[src/rtl/vidgate_pkg.sv]
package vidgate_pkg;

  typedef enum logic [1:0] {
    VM_TEXT  = 2'd0,
    VM_GFX2  = 2'd1,
    VM_GFX4  = 2'd2,
    VM_GFX16 = 2'd3
  } vmode_e;

  // bit positions inside the mode controls
  localparam int C1_GFX   = 1;
  localparam int C1_VID   = 3;
  localparam int C1_HI16  = 4;
  localparam int C1_BLINK = 5;
  localparam int C2_TWO   = 3;
  localparam int IDX_DOFF = 4;

  // fixed register indexes
  localparam int IX_CTL1  = 0;
  localparam int IX_PMASK = 1;
  localparam int IX_BORD  = 2;
  localparam int IX_CTL2  = 3;

  function automatic vmode_e decode_mode(input logic [7:0] c1, input logic [7:0] c2);
    if (!c1[C1_GFX])     return VM_TEXT;
    else if (c1[C1_HI16]) return VM_GFX16;
    else if (c2[C2_TWO])  return VM_GFX2;
    else                  return VM_GFX4;
  endfunction

endpackage

[src/rtl/vidgate_access.sv]
module vidgate_access #(
  parameter int DATA_W = 8
) (
  input  logic              clk,
  input  logic              rst,
  input  logic              port_wr,
  input  logic              stat_rd,
  input  logic [DATA_W-1:0] wdata,
  output logic              reg_we,
  output logic [DATA_W-1:0] reg_idx,
  output logic              disp_off
);
  import vidgate_pkg::*;

  logic              tog_q;
  logic              tog_eff;
  logic [DATA_W-1:0] idx_q;
  logic              doff_q;

  // a status read in the same cycle wins over the stored phase
  assign tog_eff = stat_rd ? 1'b0 : tog_q;
  assign reg_we  = port_wr && tog_eff;
  assign reg_idx = idx_q;
  assign disp_off = doff_q;

  always_ff @(posedge clk) begin
    if (rst) begin
      tog_q  <= 1'b0;
      idx_q  <= '0;
      doff_q <= 1'b0;
    end else begin
      if (port_wr)      tog_q <= !tog_eff;
      else if (stat_rd) tog_q <= 1'b0;
      if (port_wr && !tog_eff) begin
        idx_q  <= wdata;
        doff_q <= wdata[IDX_DOFF];
      end
    end
  end


  tog_flip_chk: assert property (@(posedge clk) disable iff (rst)
    port_wr && !stat_rd |=> tog_q != $past(tog_q));


  stat_clr_chk: assert property (@(posedge clk) disable iff (rst)
    stat_rd && !port_wr |=> !tog_q);


  stat_wr_chk: assert property (@(posedge clk) disable iff (rst)
    stat_rd && port_wr |=> tog_q && idx_q == $past(wdata));


  idx_hold_chk: assert property (@(posedge clk) disable iff (rst)
    reg_we |=> $stable(idx_q) && $stable(doff_q));

endmodule

[src/rtl/vidgate_regfile.sv]
module vidgate_regfile #(
  parameter int DATA_W   = 8,
  parameter int PAL_N    = 16,
  parameter int PAL_W    = 4,
  parameter int PAL_BASE = 16
) (
  input  logic                    clk,
  input  logic                    rst,
  input  logic                    reg_we,
  input  logic [DATA_W-1:0]       reg_idx,
  input  logic [DATA_W-1:0]       wdata,
  output logic [1:0]              vid_mode,
  output logic                    video_en,
  output logic                    blink_en,
  output logic [DATA_W-1:0]       pal_mask,
  output logic [DATA_W-1:0]       border,
  output logic [DATA_W-1:0]       ctl2,
  output logic [PAL_N*PAL_W-1:0]  pal_o
);
  import vidgate_pkg::*;

  localparam int SEL_W = (PAL_N > 1) ? $clog2(PAL_N) : 1;

  logic [DATA_W-1:0] ctl1_q, pmask_q, bord_q, ctl2_q;
  logic [PAL_W-1:0]  pal_mem [PAL_N];
  logic [DATA_W-1:0] pal_off;
  logic [SEL_W-1:0]  pal_sel;
  logic              pal_hit;
  logic              known;

  assign pal_off = reg_idx - DATA_W'(PAL_BASE);
  assign pal_sel = pal_off[SEL_W-1:0];
  assign pal_hit = (reg_idx >= DATA_W'(PAL_BASE)) && (pal_off < DATA_W'(PAL_N));
  assign known   = pal_hit || (reg_idx <= DATA_W'(IX_CTL2));

  always_ff @(posedge clk) begin
    if (rst) begin
      ctl1_q  <= '0;
      pmask_q <= '0;
      bord_q  <= '0;
      ctl2_q  <= '0;
    end else if (reg_we) begin
      case (reg_idx)
        DATA_W'(IX_CTL1):  ctl1_q  <= wdata;
        DATA_W'(IX_PMASK): pmask_q <= wdata;
        DATA_W'(IX_BORD):  bord_q  <= wdata;
        DATA_W'(IX_CTL2):  ctl2_q  <= wdata;
        default: ;
      endcase
    end
  end

  always_ff @(posedge clk) begin
    if (rst) begin
      for (int i = 0; i < PAL_N; i++) pal_mem[i] <= '0;
    end else if (reg_we && pal_hit) begin
      pal_mem[pal_sel] <= wdata[PAL_W-1:0];
    end
  end

  generate
    for (genvar g = 0; g < PAL_N; g++) begin : g_pal
      assign pal_o[g*PAL_W +: PAL_W] = pal_mem[g];
    end
  endgenerate

  assign vid_mode = decode_mode(ctl1_q, ctl2_q);
  assign video_en = ctl1_q[C1_VID];
  assign blink_en = ctl1_q[C1_BLINK];
  assign pal_mask = pmask_q;
  assign border   = bord_q;
  assign ctl2     = ctl2_q;


  pal_store_chk: assert property (@(posedge clk) disable iff (rst)
    reg_we && pal_hit |=> pal_mem[$past(pal_sel)] == $past(wdata[PAL_W-1:0]));


  unused_idx_chk: assert property (@(posedge clk) disable iff (rst)
    reg_we && !known |=> $stable(ctl1_q) && $stable(pmask_q) && $stable(bord_q)
                         && $stable(ctl2_q) && $stable(pal_o));


  bord_store_chk: assert property (@(posedge clk) disable iff (rst)
    reg_we && reg_idx == DATA_W'(IX_BORD) |=> border == $past(wdata));


  text_mode_chk: assert property (@(posedge clk) disable iff (rst)
    reg_we && reg_idx == DATA_W'(IX_CTL1) && !wdata[C1_GFX] |=> vid_mode == VM_TEXT);

endmodule

[src/rtl/vidgate_page.sv]
module vidgate_page #(
  parameter int DATA_W  = 8,
  parameter int BANK_W  = 3,
  parameter int BANK_SH = 14,
  parameter int ILV_SH  = 13,
  parameter int ADDR_W  = BANK_W + BANK_SH,
  parameter int SH_W    = $clog2(ILV_SH + 1)
) (
  input  logic              clk,
  input  logic              rst,
  input  logic              page_wr,
  input  logic [DATA_W-1:0] wdata,
  output logic [1:0]        line_mask,
  output logic [SH_W-1:0]   line_shift,
  output logic [ADDR_W-1:0] addr_mask,
  output logic [ADDR_W-1:0] disp_base,
  output logic [ADDR_W-1:0] cpu_base
);

  localparam logic [BANK_W-1:0] EVEN_M = {{(BANK_W-1){1'b1}}, 1'b0};
  localparam logic [ADDR_W-1:0] ILV_M  = ADDR_W'((1 << ILV_SH) - 1);

  logic [1:0]        lm_q, lm_d;
  logic [BANK_W-1:0] db_q, cb_q, bank_m;

  assign lm_d   = wdata[DATA_W-1 -: 2];
  assign bank_m = lm_d[1] ? EVEN_M : '1;

  always_ff @(posedge clk) begin
    if (rst) begin
      lm_q <= 2'b00;
      db_q <= '1;
      cb_q <= '1;
    end else if (page_wr) begin
      lm_q <= lm_d;
      db_q <= wdata[BANK_W-1:0] & bank_m;
      cb_q <= wdata[2*BANK_W-1:BANK_W] & bank_m;
    end
  end

  assign line_mask  = lm_q;
  assign line_shift = (lm_q != 2'b00) ? SH_W'(ILV_SH) : '0;
  assign addr_mask  = (lm_q != 2'b00) ? ILV_M : '1;
  assign disp_base  = {db_q, {BANK_SH{1'b0}}};
  assign cpu_base   = {cb_q, {BANK_SH{1'b0}}};


  even_bank_chk: assert property (@(posedge clk) disable iff (rst)
    lm_q[1] |-> !db_q[0] && !cb_q[0]);


  cpu_field_chk: assert property (@(posedge clk) disable iff (rst)
    page_wr |=> cb_q[BANK_W-1:1] == $past(wdata[2*BANK_W-1:BANK_W+1]));


  page_hold_chk: assert property (@(posedge clk) disable iff (rst)
    !page_wr |=> $stable(lm_q) && $stable(db_q) && $stable(cb_q));

endmodule

[src/rtl/vidgate_top.sv]
module vidgate_top #(
  parameter int DATA_W   = 8,
  parameter int PAL_N    = 16,
  parameter int PAL_W    = 4,
  parameter int PAL_BASE = 16,
  parameter int BANK_W   = 3,
  parameter int BANK_SH  = 14,
  parameter int ILV_SH   = 13
) (
  input  logic                           clk,
  input  logic                           rst,
  input  logic                           port_wr,
  input  logic                           page_wr,
  input  logic                           stat_rd,
  input  logic [DATA_W-1:0]              wdata,
  output logic [1:0]                     vid_mode,
  output logic                           video_en,
  output logic                           blink_en,
  output logic                           disp_off,
  output logic [DATA_W-1:0]              pal_mask,
  output logic [DATA_W-1:0]              border,
  output logic [DATA_W-1:0]              ctl2,
  output logic [PAL_N*PAL_W-1:0]         pal_o,
  output logic [1:0]                     line_mask,
  output logic [$clog2(ILV_SH+1)-1:0]    line_shift,
  output logic [BANK_W+BANK_SH-1:0]      addr_mask,
  output logic [BANK_W+BANK_SH-1:0]      disp_base,
  output logic [BANK_W+BANK_SH-1:0]      cpu_base
);

  localparam int ADDR_W = BANK_W + BANK_SH;
  localparam int SH_W   = $clog2(ILV_SH + 1);

  logic              reg_we;
  logic [DATA_W-1:0] reg_idx;

  vidgate_access #(.DATA_W(DATA_W)) u_acc (
    .clk(clk), .rst(rst), .port_wr(port_wr), .stat_rd(stat_rd), .wdata(wdata),
    .reg_we(reg_we), .reg_idx(reg_idx), .disp_off(disp_off)
  );

  vidgate_regfile #(.DATA_W(DATA_W), .PAL_N(PAL_N), .PAL_W(PAL_W), .PAL_BASE(PAL_BASE)) u_rf (
    .clk(clk), .rst(rst), .reg_we(reg_we), .reg_idx(reg_idx), .wdata(wdata),
    .vid_mode(vid_mode), .video_en(video_en), .blink_en(blink_en),
    .pal_mask(pal_mask), .border(border), .ctl2(ctl2), .pal_o(pal_o)
  );

  vidgate_page #(.DATA_W(DATA_W), .BANK_W(BANK_W), .BANK_SH(BANK_SH), .ILV_SH(ILV_SH),
                 .ADDR_W(ADDR_W), .SH_W(SH_W)) u_pg (
    .clk(clk), .rst(rst), .page_wr(page_wr), .wdata(wdata),
    .line_mask(line_mask), .line_shift(line_shift), .addr_mask(addr_mask),
    .disp_base(disp_base), .cpu_base(cpu_base)
  );

endmodule

[config.mk]
export PLATFORM = sky130hd
export DESIGN_NAME = vidgate_top
export DESIGN_NICKNAME = d
export VERILOG_FILES = /design/src/rtl/vidgate_pkg.sv /design/src/rtl/vidgate_access.sv /design/src/rtl/vidgate_regfile.sv /design/src/rtl/vidgate_page.sv /design/src/rtl/vidgate_top.sv
export SDC_FILE = /design/constraint.sdc
export NUM_CORES = 1
export LEC_CHECK = 0
export BUFFER_PORTS_ARGS = -buffer_cell sky130_fd_sc_hd__buf_2
export CAP_MARGIN = 20
export CORE_ASPECT_RATIO = 1.5
export CORE_MARGIN = 5
export CORE_UTILIZATION = 45
export CTS_BUF_LIST = sky130_fd_sc_hd__clkbuf_8
export CTS_CLUSTER_SIZE = 24
export DETAILED_ROUTE_END_ITERATION = 10
export PLACE_DENSITY = 0.79
export SYNTH_ARGS = -nofsm -noshare
export SYNTH_HDL_FRONTEND = slang
export SYNTH_SLANG_ARGS = --single-unit
[constraint.sdc]
create_clock -name clk -period 2.95 [get_ports clk]
set_input_delay 0.295 -clock clk [delete_from_list [all_inputs] [get_ports clk]]
set_output_delay 0.295 -clock clk [all_outputs]
set_load 0.1 [all_outputs]
# ---- Word-level counts from Yosys, hierarchy flattened
# Memory sizes are Yosys's and may differ from the RTL's.
# Index checks and enable logic that the tools add are counted.
dict set report totals {
  inputBits 13
  reg_bits 48
  word_cells 47
  n_memories 1
  ramBits 64
  output_inout_bits 150
  latch_bits 0
  rom_bits 0
}
dict set report classes {
  multipliers 0
  n_reduce_logical 12
  addsub 1
  n_mux 16
  eq_ne 3
  bitwise_logic 2
  magnitude_cmp 2
  shift 0
  div 0
}
# name words word_bits read_ports rd_clocked_by_memory_dff wr line
set memory_table {}
lappend memory_table {u_rf.pal_mem 16 4 16 0 16 vidgate_regfile.sv:25} ;# logic [PAL_W-1:0] pal_mem [PAL_N];
# cell count
set ops {}
lappend ops {{two-way mux 17 bit} 1}
lappend ops {{== test 8 x 2 -> 1 bit (second input constant)} 2}
lappend ops {{two-way mux 4 bit} 3}
lappend ops {{two-way mux 1 bit} 9}
lappend ops {{== test 8 x 1 -> 1 bit (second input constant)} 1}
lappend ops {{>= comparator 8 x 5 -> 1 bit (second input constant)} 1}
lappend ops {{logical NOT 8 bit} 1}
lappend ops {{< comparator 8 x 5 -> 1 bit (second input constant)} 1}
lappend ops {{AND reduction 2 bit} 4}
lappend ops {{subtractor 8 x 5 -> 8 bit (second input constant)} 1}
lappend ops {{AND 3 bit} 2}
lappend ops {{two-way mux 2 bit} 3}
lappend ops {{logical AND 1 bit} 4}
lappend ops {{OR reduction 4 bit} 1}
lappend ops {{nonzero test 2 bit} 1}
lappend ops {{logical NOT 1 bit} 1}

# ---- Longest topological paths before layout
# Gate-level depths: netlist of the first run.
dict set report logic_depth {
  ltp_word 9
  ltp_mapped 8
  ltp_nobuf 6
}

# ---- Modules after synthesis
# Synthesis of the first run repeated with hierarchy kept, for this count alone.
dict set report hier_totals {
  cells_unflattened 406
  hier_area_um2 4798.4
}
# mod n_inst seq_area_each_um2 area_per_inst_um2 cells_each
set modules_own_cells {}
lappend modules_own_cells {vidgate_regfile 1 2482.4 3778.6 295}
lappend modules_own_cells {vidgate_page 1 160.2 666.9 78}
lappend modules_own_cells {vidgate_access 1 180.2 352.8 33}

# ---- Worst setup path before layout of the first run
# OpenSTA, ideal clock, no wires.
dict set report synth_path {
  kind {reg2out}
  startpoint {register u_rf.ctl2_q[3] (netlist: u_rf.ctl2[3])}
  endpoint {output port vid_mode[1]}
  required_ns 2.655
  path_buffers 0
  setup_slack_ns -0.322
  stages_incl_launch_ff 2
  t_arrival_ns 2.977
  cell_sequence {dfxtp_1 > a21boi_0}
}
dict set report synth_between {
  elab_chain_len 3
}
# element line
set synth_rtl {}
lappend synth_rtl {{start: declaration} vidgate_regfile.sv:24} ;# logic [DATA_W-1:0] ctl1_q, pmask_q, bord_q, ctl2_q;
lappend synth_rtl {{start signal: assignment} vidgate_regfile.sv:47} ;# DATA_W'(IX_CTL2): ctl2_q <= wdata;
lappend synth_rtl {{two-way mux 2 bit} vidgate_pkg.sv:27} ;# else if (c2[C2_TWO]) return VM_GFX2;
lappend synth_rtl {{two-way mux 2 bit} vidgate_pkg.sv:26} ;# else if (c1[C1_HI16]) return VM_GFX16;
lappend synth_rtl {{two-way mux 2 bit} vidgate_pkg.sv:25} ;# if (!c1[C1_GFX]) return VM_TEXT;
lappend synth_rtl {{end: declaration} vidgate_top.sv:16} ;# output logic [1:0] vid_mode,
# Every way passes these cells.

==> results of run 1 <==
stage by stage:
step	area [um2]	cells	utilization, %
3_3_place_gp	5100	627	50.6
2_1_floorplan	4760	455	-
5_1_grt	5260	643	52.2
4_1_cts	5260	643	52.2
6_report	5260	643	52.2
3_5_place_dp	5100	627	50.6
worst paths after layout:
kind	to	slack, ns
worst min-delay path	u_pg.line_mask[0]$_SDFFE_PP0P_	0.20
worst min register to register	u_rf.border[4]$_SDFFE_PP0P_	0.47
worst max register to register	u_rf.pal_mem[7][0]$_SDFFCE_PN0P_	0.41
worst max-delay path	u_rf.pal_mem[7][0]$_SDFFCE_PN0P_	0.41
layout make-up:
| type | count | area (um2) |
|---|---|---|
| well taps | 117 | 146 |
| repair buffers | 126 | 646 |
| inverters | 5 | 18.8 |
| multi-input cells | 270 | 1470 |
| fillers | 882 | 4820 |
| clock buffers | 9 | 124 |
| clock inverters | 7 | 35.0 |
| flip-flops and latches | 109 | 2820 |
layer usage:
layer / wire, um / vias to the layer above / global-route usage, %
met1: 3850 / 1537 / 18.8
li1: - / 1559 / -
met4: 280 / 0 / 8.15
met3: 937 / 23 / 4.83
met2: 5420 / 177 / 30.2
met5: 0 / - / 0
where the power goes:
| group | switching, mW | internal, mW |
|---|---|---|
| Sequential | 0.0240 | 1.65 |
| Clock | 0.481 | 0.299 |
| Combinational | 0.730 | 0.0753 |
synth_stat cells (all sizes together), types with 5 or more instances:
cell type	count
inv	5
mux2i	26
nor2b	5
edfxtp	64
nor4	16
nand2	32
nor2	73
o21ai	14
clkbuf	17
nand3	10
a31o	16
nand2b	13
dfxtp	45
buf	54
and3	5
logic make-up after synthesis:
logic type                 Yosys count  share of synthesized area (%)
and+or+nand+nor                    162                           16.2
muxes                               26                           5.65
buffers and inverters               76                           10.1
DFF                                109                           61.2
adders and majority gates            2                          0.543
other                                2                          0.163
AOI/OAI and AO/OA                   38                           6.05
state kept, by name, summed over array words and instances, names as in the netlist:
signal	cells
u_rf.ctl2	8
u_rf.ctl1_q	4
u_rf.pal_mask	8
u_pg.line_mask	2
u_rf.pal_mem	64
u_rf.border	8
u_pg.cb_q	3
u_pg.db_q	3
u_acc.reg_idx	8
u_acc.tog_q	1
worst max-delay path, stage by stage (launching register included):
cell and delay (ns):
dfxtp_1 0.32, nand2b_1 0.07, inv_1 0.06, ha_1 0.16
or4b_1 0.45, or3_1 0.70, o21ai_1 0.45
==> reports/results.ini, run 1 <==
[clocking]
htree_levels = 3
post_cts_buffers = 0
root_buffer = clkbuf_8
cts_hold_buffers = 0
cts.sinks = 109
cts_buffers = 9
ctsResizeCount = 0
clk_latency_ns = 0.37
cts_tree = done
cts_buffer_depth = 2
clk_pin_slew_ns = 0.09

[synth]
yosys_warnings = 0
synth-seq-cells = 109
ys_types = 32
syn_inst = 415
syn-cell-area_um2 = 4610
synth_async_sr_flop_share_pct = 0
seq_area_frac_synth_pct = 61.2
synthTopCellsByArea = edfxtp_1, dfxtp_1, buf_4, nor2_1, mux2i_1
yosysTopAreaCell = edfxtp_1
synth_flop_cell = edfxtp_1
synth-edff-count = 64
avgSynthCellArea_um2 = 11.1
yosysTopAreaCellShare_pct = 41.7

[hold_path]
min_path_cells = 3
hold_path.class = in2reg
holdCritStartpoint = wdata[6]

[placed_design]
gp_congestion = 0.798
io_buffers = 120
post-place-ws_ns = 0.252
dpl.hpwl_um = 7900

[pwr]
p_per_area_nw_per_um2 = 619
ir_drop_uv = 226
p_total_mw = 3.26
p_leak_nw = 2.33

[detailed_routing]
ant_nets = 0
post_drt_wl_per_cell_um = 16.3
drt_iter0_markers = 165
wirelength_um = 10500
vias = 3296
drtPass1Iterations = 4
avgViaCountPerCell = 5.13
drc_errors = 0

[global_routing]
grt_pass1_wl_um = 16400
grt_pass1_vias = 3203
grt_usage_pct = 17.1
antenna_found_initial = 0
grt_max_degree = 30
overflow = 0

[setup_path]
startpoint = u_acc.tog_q$_SDFF_PP0_
worstRegToRegCells = 6
cp.required_ns = 2.98
start_kind = flop
critPathCaptureType = flop
arrival_ns = 2.57
path_class = reg2reg
r2r_start = u_acc.tog_q$_SDFF_PP0_
crit_fanout = 20

[sta]
finalSetupViolCount = 0
slew_headroom_pct = 52.1
worst_pin_slew_ns = 0.719
period_minus_slack_ns = 2.54
fin_crit_sh_pct = 86.1
fin_skew_ns = 0.0103
finalSetupTns_ns = 0
max_freq_ghz = 0.394
fin_ws_ns = 0.411
slew_viol_final = 0
whs_ns = 0.198
rsz0062_at_grt = no
hold_viol = 0

[run]
max_cap_viol_count = 0

[cells_and_area]
final_common_cell = buf_2
final_cell_mix = buf_2, nor2_1, edfxtp_1
areaGrowthSynthToFinish_pct = 14.2
drive_gt1_share_pct = 28.5
finalNetCount = 536
diodes = 0

[floorplanning]
start_util_pct = 45.7
die_width_um = 92.6
io_pins = 163
dieArea_um2 = 12400
rows = 45
core_um2 = 10100
fp.dieH_um = 134

[status]
status = finished, final reports clean

No activity file was read; power rests on OpenSTA's default activity.
==> run 2, diff against run 1 <==
CORE_UTILIZATION = 52   (was 45)
PLACE_DENSITY = 0.89   (was 0.79)
clock period = 2.69 ns   (was 2.95 ns; I/O delays follow)
==> run 2 against run 1 <==
Effect of this change: die area down 12%; sequential share of layout area fell by 0.94 points; design area grew 1.9%.
==> reports/results.ini, run 2 (same netlist as run 1, synthesis figures left out) <==
[setup_path]
cp_top_family = simple AND/OR/NAND/NOR gates
crit_fanout = 13  ; -35%
path_cells = nand2b_1, inv_1, ha_1, or4b_1, or3_1, o21ai_1
crit_slowest_cell = or3_1
cp.depth = 6  ; unchanged
path_class = reg2reg
critPathCaptureType = flop
critical_path.max_stage_delay_ns = 0.62  ; -0.08 ns
arrival_ns = 2.48  ; -0.09 ns
worstRegToRegCells = 6  ; unchanged
path_buf_inv = 1  ; unchanged
cp.required_ns = 2.74  ; -0.24 ns
start_kind = flop

[detailed_routing]
wirelength_um = 10900  ; +3.8%
drc_errors = 0  ; unchanged
avgViaCountPerCell = 5.34  ; +4.2%
vias = 3428  ; +4.0%
drtPass1Iterations = 5  ; +1
ant_nets = 0  ; unchanged
post_drt_wl_per_cell_um = 17.0  ; +4.0%
drt_iter0_markers = 323  ; +96%

[sta]
fin_skew_ns = 0.0151  ; +0.00474 ns
slew_viol_final = 0  ; unchanged
rsz0062_at_grt = no
worst_pin_slew_ns = 0.689  ; -0.0291 ns
slew_headroom_pct = 54.0  ; +1.9 points
period_minus_slack_ns = 2.44  ; -0.103 ns
hold_viol = 0  ; unchanged
fin_crit_sh_pct = 90.6  ; +4.5 points
finalSetupTns_ns = 0  ; unchanged
finalSetupViolCount = 0  ; unchanged
fin_ws_ns = 0.254  ; -0.157 ns
max_freq_ghz = 0.410  ; +4.2%

[cells_and_area]
final_cell_mix = buf_2, nor2_1, edfxtp_1
finalNetCount = 542  ; +1.1%
final_common_cell = buf_2
nFillCells = 711  ; -19%
largest_reg_flops = 64  ; unchanged
areaGrowthSynthToFinish_pct = 16.3
final_cells = 642  ; -0.16%
regMostFlops = u_rf.pal_mem
drive_gt1_share_pct = 29.9  ; +1.4 points
diodes = 0  ; unchanged

[pwr]
p_total_mw = 3.79  ; +16%
ir_drop_uv = 331  ; +46%
p_leak_nw = 2.38  ; +2.1%
p_per_area_nw_per_um2 = 708  ; +14%

[run]
max_cap_viol_count = 0  ; unchanged

[placed_design]
dp.cells = 626  ; -0.16%
gp_congestion = 0.786  ; -1.5%
dpl.hpwl_um = 8310  ; +5.2%
post-place-ws_ns = 0.142  ; -0.110 ns
io_buffers = 120  ; unchanged

[floorplanning]
fp.dieH_um = 125  ; -6.5%
core_um2 = 8720  ; -13%
io_pins = 163  ; unchanged
rows = 42  ; -6.7%
die_width_um = 86.9  ; -6.2%
start_util_pct = 52.8  ; +7.1 points
dieArea_um2 = 10900  ; -12%

[status]
status = finished, final reports clean

[clocking]
htree_levels = 3  ; unchanged
cts_tree = done
cts_buffer_depth = 2  ; unchanged
root_buffer = clkbuf_8
cts_hold_buffers = 0  ; unchanged
clk_pin_slew_ns = 0.10  ; about the same
post_cts_buffers = 0  ; unchanged
ctsResizeCount = 0  ; unchanged
clk_latency_ns = 0.38  ; about the same
cts_buffers = 9  ; unchanged
cts.sinks = 109  ; unchanged

[hold_path]
hold_path.class = in2reg
min_path_cells = 2  ; -1

[global_routing]
grt_usage_pct = 20.1  ; +3.0 points
overflow = 0  ; unchanged
grt_max_degree = 29  ; -3.3%
grt_pass1_vias = 3345  ; +4.4%
antenna_found_initial = 0  ; unchanged
grt_pass1_wl_um = 16800  ; +2.7%

## run 2: changes by cell type in the layout (fill, tap and decap cells not counted), sizes merged
cell / change
clkbuf: +1
bufinv: +2
clkinv: +1
buf: +6
inv: -4
## run 2: per-layer routing
layer / track usage (%) / vias to the layer above / wire (um)
met5: 0 / - / 0
met4: 10.6 / 0 / 341
met3: 4.54 / 25 / 1130
met2: 36.6 / 224 / 5890
met1: 20.6 / 1608 / 3530
li1: - / 1571 / -
## run 2: final timing paths
path,start,slack [ns],endpoint
worst max-delay path,u_acc.tog_q$_SDFF_PP0_,0.25,u_rf.pal_mem[11][1]$_SDFFCE_PN0P_
worst min-delay path,wdata[7],0.16,u_pg.db_q[0]$_SDFFE_PP1P_
worst max register to register,u_acc.tog_q$_SDFF_PP0_,0.25,u_rf.pal_mem[11][1]$_SDFFCE_PN0P_
worst min register to register,u_rf.border[5]$_SDFFE_PP0P_,0.47,u_rf.border[5]$_SDFFE_PP0P_
## run 2: cell type report
cell class | count | area (um2) | area share [%]
repair buffers | 132 | 691 | 12.9
inverters | 5 | 18.8 | 0.350
clock inverters | 6 | 81.3 | 1.52
multi-input cells | 270 | 1470 | 27.4
flip-flops and latches | 109 | 2830 | 52.7
clock buffers | 10 | 138 | 2.57
well taps | 110 | 138 | 2.57
## run 2: per-stage QoR
step / util, % / area (um2) / hold slack, ns
after floorplan: - / 4760 / 0.380
after global placement: 59.0 / 5140 / 0.451
after detailed placement: 59.0 / 5140 / 0.463
after CTS: 61.5 / 5360 / 0.155
after global routing: 61.5 / 5360 / 0.173
final: 61.5 / 5360 / 0.162
## run 2: power by group
part,internal [mW],switching [mW],leakage [nW]
combinational,0.0874,0.802,1.23
clock,0.544,0.524,0.119
sequential,1.81,0.0270,1.02
==> run 3, diff against run 2 <==
ABC_AREA = 1   (was unset)
CORE_UTILIZATION = 51   (was 52)
PLACE_DENSITY = 0.88   (was 0.89)
==> run 3 against run 2 <==
Effect of this change: first-iteration DRC count down 39%; synthesized cell count is 14% higher; die area increased by 0.57%; largest cell class unchanged; hold slack lost 0.061 ns; wire length down 4.7%; utilization fell by 2.3 points.
==> reports/results.ini, run 3 <==
[sta]
worst_pin_slew_ns = 0.840  ; +0.151 ns
slew_viol_final = 0  ; unchanged
hold_viol = 0  ; unchanged
slew_headroom_pct = 43.9  ; -10 points
finalSetupTns_ns = 0  ; unchanged
rsz0062_at_grt = no
max_freq_ghz = 0.473  ; +15%
period_minus_slack_ns = 2.11  ; -0.322 ns
finalSetupViolCount = 0  ; unchanged
fin_skew_ns = 0.0103  ; -0.00479 ns
fin_ws_ns = 0.575  ; +0.322 ns
fin_crit_sh_pct = 78.6  ; -12 points

[cells_and_area]
diodes = 0  ; unchanged
final_cell_mix = nor2_1, buf_2, nand2_1
fin_area_um2 = 5190  ; -3.1%
largest_reg_flops = 64  ; unchanged
multiInputGateArea_um2 = 1350  ; -8.5%
final_common_cell = nor2_1
drive_gt1_share_pct = 25.7  ; -4.2 points
finalNetCount = 594  ; +9.6%
fin_util_pct = 59.2  ; -2.3 points
ff_latch_area_um2 = 2830  ; unchanged
regMostFlops = u_rf.pal_mem
nFillCells = 788  ; +11%
areaGrowthSynthToFinish_pct = 14.2

[floorplanning]
dieArea_um2 = 10900  ; +0.57%
io_pins = 163  ; unchanged
core_um2 = 8780  ; +0.60%
start_util_pct = 51.8  ; -1.0 points
fp.dieH_um = 126  ; +0.29%
die_width_um = 87.1  ; +0.28%
rows = 42  ; unchanged

[synth]
ys_types = 25  ; -22%
synth_most_common_cell = nor2_1
yosysTopAreaCellShare_pct = 42.2  ; +0.55 points
synth-seq-cells = 109  ; unchanged
syn_inst = 475  ; +14%
syn-cell-area_um2 = 4550  ; -1.3%
netlist_top_cells_count = nor2_1, nand2_1, edfxtp_1, buf_4, dfxtp_1
yosys_warnings = 0  ; unchanged
yosysTopAreaCell = edfxtp_1
synthTopCellsByArea = edfxtp_1, dfxtp_1, nor2_1, buf_4, nand2_1
synth_flop_cell = edfxtp_1
synth-edff-count = 64  ; unchanged
seq_area_frac_synth_pct = 62.0  ; +0.81 points
avgSynthCellArea_um2 = 9.58  ; -14%
synth_async_sr_flop_share_pct = 0  ; unchanged

[detailed_routing]
wirelength_um = 10400  ; -4.7%
drtPass1Iterations = 4  ; -1
post_drt_wl_per_cell_um = 14.9  ; -12%
avgViaCountPerCell = 4.88  ; -8.6%
drt_iter0_markers = 197  ; -39%
drc_errors = 0  ; unchanged
vias = 3388  ; -1.2%
ant_nets = 0  ; unchanged

[global_routing]
grt_pass1_wl_um = 16000  ; -5.0%
antenna_found_initial = 0  ; unchanged
grt_usage_pct = 18.9  ; -1.2 points
overflow = 0  ; unchanged
grt_max_degree = 60  ; +110%
grt_pass1_vias = 3306  ; -1.2%

[setup_path]
critPathCaptureType = flop
arrival_ns = 2.18  ; -0.30 ns
start_kind = flop
cp.required_ns = 2.76  ; +0.02 ns
path_class = reg2reg
r2r_start = u_acc.tog_q$_SDFF_PP0_
crit_fanout = 16  ; +3
worstRegToRegCells = 7  ; +1
rr_endpoint = u_rf.pal_mem[14][2]$_SDFFCE_PN0P_
startpoint = u_acc.tog_q$_SDFF_PP0_
rrSetupSlack_ns = 0.58  ; +0.32 ns

[clocking]
cts.sinks = 109  ; unchanged
root_buffer = clkbuf_8
ctsResizeCount = 0  ; unchanged
cts_buffer_depth = 2  ; unchanged
clk_latency_ns = 0.36  ; -0.02 ns
cts_tree = done
post_cts_buffers = 0  ; unchanged
cts_buffers = 9  ; unchanged
clk_pin_slew_ns = 0.10  ; about the same
htree_levels = 3  ; unchanged
cts_hold_buffers = 0  ; unchanged

[placed_design]
dpl.hpwl_um = 7550  ; -9.2%
gp_congestion = 0.736  ; -6.3%
io_buffers = 120  ; unchanged
post-place-ws_ns = 0.527  ; +0.385 ns
post_dp_cell_area_um2 = 5010  ; -2.7%

[hold_path]
min_path_cells = 2  ; unchanged
hold_end = u_acc.tog_q$_SDFF_PP0_
holdCritStartpoint = rst
hold_path.class = in2reg

[pwr]
p_per_area_nw_per_um2 = 713  ; +0.75%
ir_drop_uv = 391  ; +18%
p_leak_nw = 2.42  ; +1.8%

[status]
status = finished, final reports clean

[run]
max_cap_viol_count = 0  ; unchanged

## run 3: cell types whose count changed in the layout (fill, tap and decap cells not counted), sizes merged, moves of 5 or more
cell,change
nor2,+68
nand2,+44
a21oi,+8
buf,-11
nand2b,-13
nand3,+13
nor2b,-5
inv,+18
a31o,-16
o21ai,-5
nor4,-16
and3,-5
mux2i,-26
## run 3: power breakdown
| part | internal, mW | switching (mW) | total (mW) |
|---|---|---|---|
| combinational | 0.0760 | 0.829 | 0.905 |
| sequential | 1.81 | 0.0307 | 1.84 |
| clock | 0.427 | 0.527 | 0.954 |
## run 3: worst max path at each step
stage                                        endpoint  slack, ns  cells after the start
global placement    u_rf.pal_mem[13][2]$_SDFFCE_PN0P_       0.59                      7
global route        u_rf.pal_mem[13][3]$_SDFFCE_PN0P_       0.38                      7
detailed placement  u_rf.pal_mem[14][2]$_SDFFCE_PN0P_       0.53                      7
CTS                 u_rf.pal_mem[12][3]$_SDFFCE_PN0P_       0.58                      7
finish              u_rf.pal_mem[14][2]$_SDFFCE_PN0P_       0.58                      7
floorplan                                 vid_mode[0]       0.07                      2
## run 3: logic make-up (layout without fill, tap and decap cells)
family,after synthesis,after routing,synth area share [%]
simple gates,246,246,22.3
flops,109,109,62.0
buf+inv,91,160,11.9
compound gates,25,25,3.08
fa+ha+maj,2,2,0.550
other cells,2,42,0.165
## run 3: layout make-up
class	count	share of cell area, %
Sequential cell	109	54.4
Multi-Input combinational cell	315	25.9
Timing Repair Buffer	121	11.7
Tap cell	110	2.65
Clock buffer	9	2.38
Inverter	23	1.73
Clock inverter	7	1.23
## run 3: critical path: stages, from the launching register on
cell and delay [ns]:
dfxtp_1 0.32, inv_1 0.03, nor2_1 0.12, ha_1 0.32
nand3_1 0.16, nor2_4 0.37, nand4_1 0.28, nand2_1 0.23
## run 3: stage by stage
| stage | hold WS [ns] | cells | power (mW) |
|---|---|---|---|
| after detailed placement | 0.473 | 678 | 2.79 |
| after CTS | 0.0915 | 694 | 3.72 |
| after global routing | 0.0931 | 694 | 3.81 |
| after global placement | 0.462 | 678 | 2.78 |
| after floorplan | 0.341 | 515 | 2.74 |
| final | 0.101 | 694 | 3.70 |
## run 3: per-layer routing
metal  vias up  global-route usage [%]  part of all wire, %
met2       160                    35.5                   55
met3         7                    4.05                  9.1
met5         -                       0                    0
li1       1645                       -                    -
met4         0                    6.68                  1.0
met1      1576                    20.1                   35
